==> config.mk <==
export PLATFORM = sky130hd
export DESIGN_NAME = nvm_cmd_status
export DESIGN_NICKNAME = d
export VERILOG_FILES = /design/src/rtl/nvm_cmd_status.sv
export SDC_FILE = /design/constraint.sdc
export NUM_CORES = 1
export LEC_CHECK = 0
export ABC_CLOCK_PERIOD_IN_PS = 1200
export BUFFER_PORTS_ARGS = -buffer_cell sky130_fd_sc_hd__buf_2
export CORE_AREA = 5 5 42 44
export CTS_CLUSTER_SIZE = 25
export DETAILED_ROUTE_END_ITERATION = 12
export DIE_AREA = 0 0 47 49
export PLACE_DENSITY = 0.58
export SLEW_MARGIN = 40
export SYNTH_ARGS = -nofsm -noshare
export SYNTH_HDL_FRONTEND = slang
export SYNTH_SLANG_ARGS = --single-unit
==> constraint.sdc <==
create_clock -name clk -period 1.2 [get_ports clk]
set_input_delay 0.12 -clock clk [delete_from_list [all_inputs] [get_ports clk]]
set_output_delay 0.12 -clock clk [all_outputs]
set_load 0.1 [all_outputs]
==> src/rtl/nvm_cmd_status.sv <==
module nvm_cmd_status #(
  parameter int ADDR_W = 3,
  parameter logic [ADDR_W-1:0] STAT_ADDR = 3'd2
) (
  input  logic              clk,
  input  logic              rst_n,
  input  logic [ADDR_W-1:0] reg_sel,
  input  logic              wr_en,
  input  logic [7:0]        wdata,
  output logic [7:0]        rdata,
  output logic              launch,
  output logic              seq_en,
  input  logic              ctl_busy,
  input  logic              ctl_done,
  input  logic              ctl_illegal,
  input  logic              ctl_seq_viol,
  input  logic              ctl_prot_viol,
  input  logic [1:0]        ctl_err_code
);

  logic       done_q, acc_q, prot_q, busy_q;
  logic [1:0] code_q;

  wire hit    = reg_sel == STAT_ADDR;
  wire wr_hit = hit && wr_en;
  wire accept = wr_hit && wdata[7] && done_q && !acc_q && !prot_q;
  wire acc_set  = ctl_illegal || ctl_seq_viol;
  wire prot_set = ctl_prot_viol;
  wire finish   = !done_q && (ctl_done || acc_set || prot_set);

  always_ff @(posedge clk or negedge rst_n) begin
    if (!rst_n) begin
      done_q <= 1'b1;
      acc_q  <= 1'b0;
      prot_q <= 1'b0;
      busy_q <= 1'b0;
      code_q <= 2'b00;
      launch <= 1'b0;
    end else begin
      launch <= accept;
      busy_q <= ctl_busy;
      if (accept)      done_q <= 1'b0;
      else if (finish) done_q <= 1'b1;
      if (acc_set)                   acc_q <= 1'b1;
      else if (wr_hit && wdata[5])   acc_q <= 1'b0;
      if (prot_set)                  prot_q <= 1'b1;
      else if (wr_hit && wdata[4])   prot_q <= 1'b0;
      if (accept)                    code_q <= 2'b00;
      else if (!done_q && ctl_done)  code_q <= ctl_err_code;
    end
  end

  assign seq_en = done_q && !acc_q && !prot_q;
  assign rdata  = hit ? {done_q, 1'b0, acc_q, prot_q, busy_q, 1'b0, code_q} : 8'h00;

endmodule

==> results.sh <==
export IMPL_clk_latency_ns=0.25
export IMPL_synth_area_um2=356.6
export IMPL_timing_critical_path_fanout_max=2
export IMPL_routed_wire_length_per_instance_um=12.05
export IMPL_drc=0
export IMPL_routed_via_density=4.413
export IMPL_min_path_cells=2
export IMPL_ys_ff_latch=7
export IMPL_setup_viol_count_final=5
export IMPL_clock_sinks=7
export IMPL_finalWirelength_um=964
export IMPL_async_reset_ff_share_pct=100.0
export IMPL_cp_data_required_time_ns=1.08
export IMPL_finalMaxSlewViolations=0
export IMPL_timing_hold_worst_class="primary input to flop"
export IMPL_fp_row_count=14
export IMPL_clock_pin_slew_reported_for_the_worst_setup_and_hold_paths_after_clock_tree_synthesis_ns=0.05
export IMPL_ant_nets=0
export IMPL_multi_input_gate_area_in_the_final_layout_um2=185.2
export IMPL_maximum_clock_rate_mhz=724.8
export IMPL_finalWorstPathRequiredPeriod_ns=1.380
export IMPL_worstSetupPathType="flop to primary output"
export IMPL_clk_path_buf_depth=2
export IMPL_port_buffer_count=23
export IMPL_grt_setup_unrepaired="yes"
export IMPL_antenna_cells_inserted=0
export IMPL_worst_endpoint_arrival_ns=1.26
export IMPL_run_status="finished with violations"
export IMPL_sequential_cell_area_um2=176.4
export IMPL_power_density_over_cell_area_nw_per_um2=909.8
export IMPL_detailroute_via_count=353
export IMPL_final_setup_skew_ns=0.0003385
export IMPL_root_buffer="clkbuf_4"
export IMPL_layout_core_utilization_pct=49.20
export IMPL_finalWeightedCongestion=0.7095
export IMPL_cts_htree_levels=1
export IMPL_setup_ws_ns=-0.1797
export IMPL_yosysWarnings=0
export IMPL_synthCells=31
export IMPL_fp_dieArea_um2=2303
export IMPL_num_fill_cells=134
export IMPL_chipWidth_um=47
export IMPL_overall_routing_resource_usage_pct=9.703
export IMPL_p_total_uw=627.3
export IMPL_area_delta_synth_final_pct=93.33
export IMPL_grt_antenna_before_repair=0
export IMPL_grt_max_degree=10
export IMPL_cts_tree="built"
export IMPL_power_static_leakage_uw=0.0003085
export IMPL_rr_worst_depth=4
export IMPL_effective_utilization_at_floorplan_pct=25.45
export IMPL_timing_final_hold_violations=0
export IMPL_synth_commonest_cells="6 x and2_2, 6 x dfrtp_1, 3 x nor2_1"
export IMPL_seq_area_frac_synth_pct=49.47
export IMPL_synth_flop_cell="dfrtp_1"
export IMPL_vdd_drop_max_mv=0.5864
export IMPL_drv_max_cap_violation_count=0
export IMPL_via_count_of_the_first_global_routing_pass=357
export IMPL_final_hold_worst_slack_ns=0.06042
export IMPL_crit_path_start_kind="flop"
export IMPL_failed_checks="setup timing"
export IMPL_grt_first_pass_wirelength_mm=1.580
export IMPL_end_kind="primary output"
export IMPL_core_area_um2=1401
export IMPL_total_clock_buffers_created_by_cts=3
export IMPL_layout_worst_path_cycle_share_pct=115.0
export IMPL_grt_overflow_total=0
export IMPL_final_layout_size_suffix_gt1_share_pct=68.75
export IMPL_dr_first_iter_drc_count=3
export IMPL_leading_area_contributor_after_synthesis="dfrtp_1"
export IMPL_dr_pass1_iters=2
export IMPL_pin_count=31
export IMPL_post_syn_area_per_cell_um2=11.50
export IMPL_synth_top_area_share_pct=42.11
export IMPL_finalNetCount=86
export IMPL_synth_area_top_cells="dfrtp_1 42%, and2_2 13%, dfstp_2 7.4%"
export IMPL_synth_edf_count=0
export IMPL_die_ht_um=49
export IMPL_synth_cell_types=16
flip-flops by register name, summed over array words and instances (netlist names):
name / count
acc_q: 1
launch: 1
prot_q: 1
code_q: 2
busy_q: 1
done_q: 1
power by group:
part / internal, uW / total (uW) / switching (uW)
Clock: 127 / 216 / 89.4
Sequential: 243 / 247 / 3.25
Combinational: 60.6 / 164 / 104
metal layers:
metal / GRT usage, % / vias to the layer above / wire, um / share of wire [%]
met5: 0 / - / 0 / 0
met3: 3.690 / 2 / 103 / 11
li1: - / 170 / - / -
met1: 11.63 / 166 / 354 / 37
met2: 13.57 / 15 / 487 / 51
met4: 6.912 / 0 / 19 / 2.0
cells by family after synthesis:
kind of cell           after synthesis  share of synthesized area (%)
AND/OR/NAND/NOR                     16                          33.68
flip-flops                           7                          49.47
AO/OA/AOI/OAI                        3                          5.965
multiplexers                         2                          5.614
buffers and inverters                2                          4.209
other                                1                          1.052
area by class of cell:
cell class,count,area share (%)
Timing Repair Buffer,30,40.83
Multi-Input combinational cell,23,26.86
Sequential cell,7,25.59
Clock buffer,4,3.811
Tap cell,16,2.904
worst max-delay path, stage by stage (launching register included):
cell	delay, ns
dfstp_2	0.52
nor3b_4	0.20
buf_6	0.13
buf_12	0.16
placed cells by master, fill, tap and decap left out, types with 3 or more instances in the layout:
| cell type | instances |
|---|---|
| and2_2 | 5 |
| buf_12 | 7 |
| buf_2 | 16 |
| buf_4 | 4 |
| clkbuf_4 | 3 |
| dfrtp_1 | 6 |
what timing repair did:
item	4_1_cts	5_1_grt
endpoints found under the hold margin	8	0
resized for setup	1	4
setup buffers	2	3
setup endpoints to repair	2	7
hold buffers	2	0
pin swaps	1	3
per-stage QoR:
stage / setup slack, ns / instance area [um2] / setup TNS (ns) / instances
final: -0.1797 / 689.4 / -0.3900 / 80
after global routing: -0.2262 / 689.4 / -0.6397 / 80
after CTS: -0.2008 / 661.9 / -0.3770 / 78
after detailed placement: 0.02151 / 599.3 / 0 / 70
after global placement: 0.03788 / 599.3 / 0 / 70
after floorplan: -0.7023 / 366.6 / -2.983 / 32
final timing paths:
kind / from / endpoint / slack [ns]
worst max-delay path: done_q / seq_en / -0.18
worst min-delay path: ctl_prot_viol / prot_q / 0.06
worst max register to register: done_q / code_q[1] / -0.05
worst min register to register: code_q[1] / code_q[1] / 0.55
max in group asynchronous: rst_n / done_q / 0.74
min in group asynchronous: rst_n / prot_q / 0.23
(Power assumes the default switching activity.)
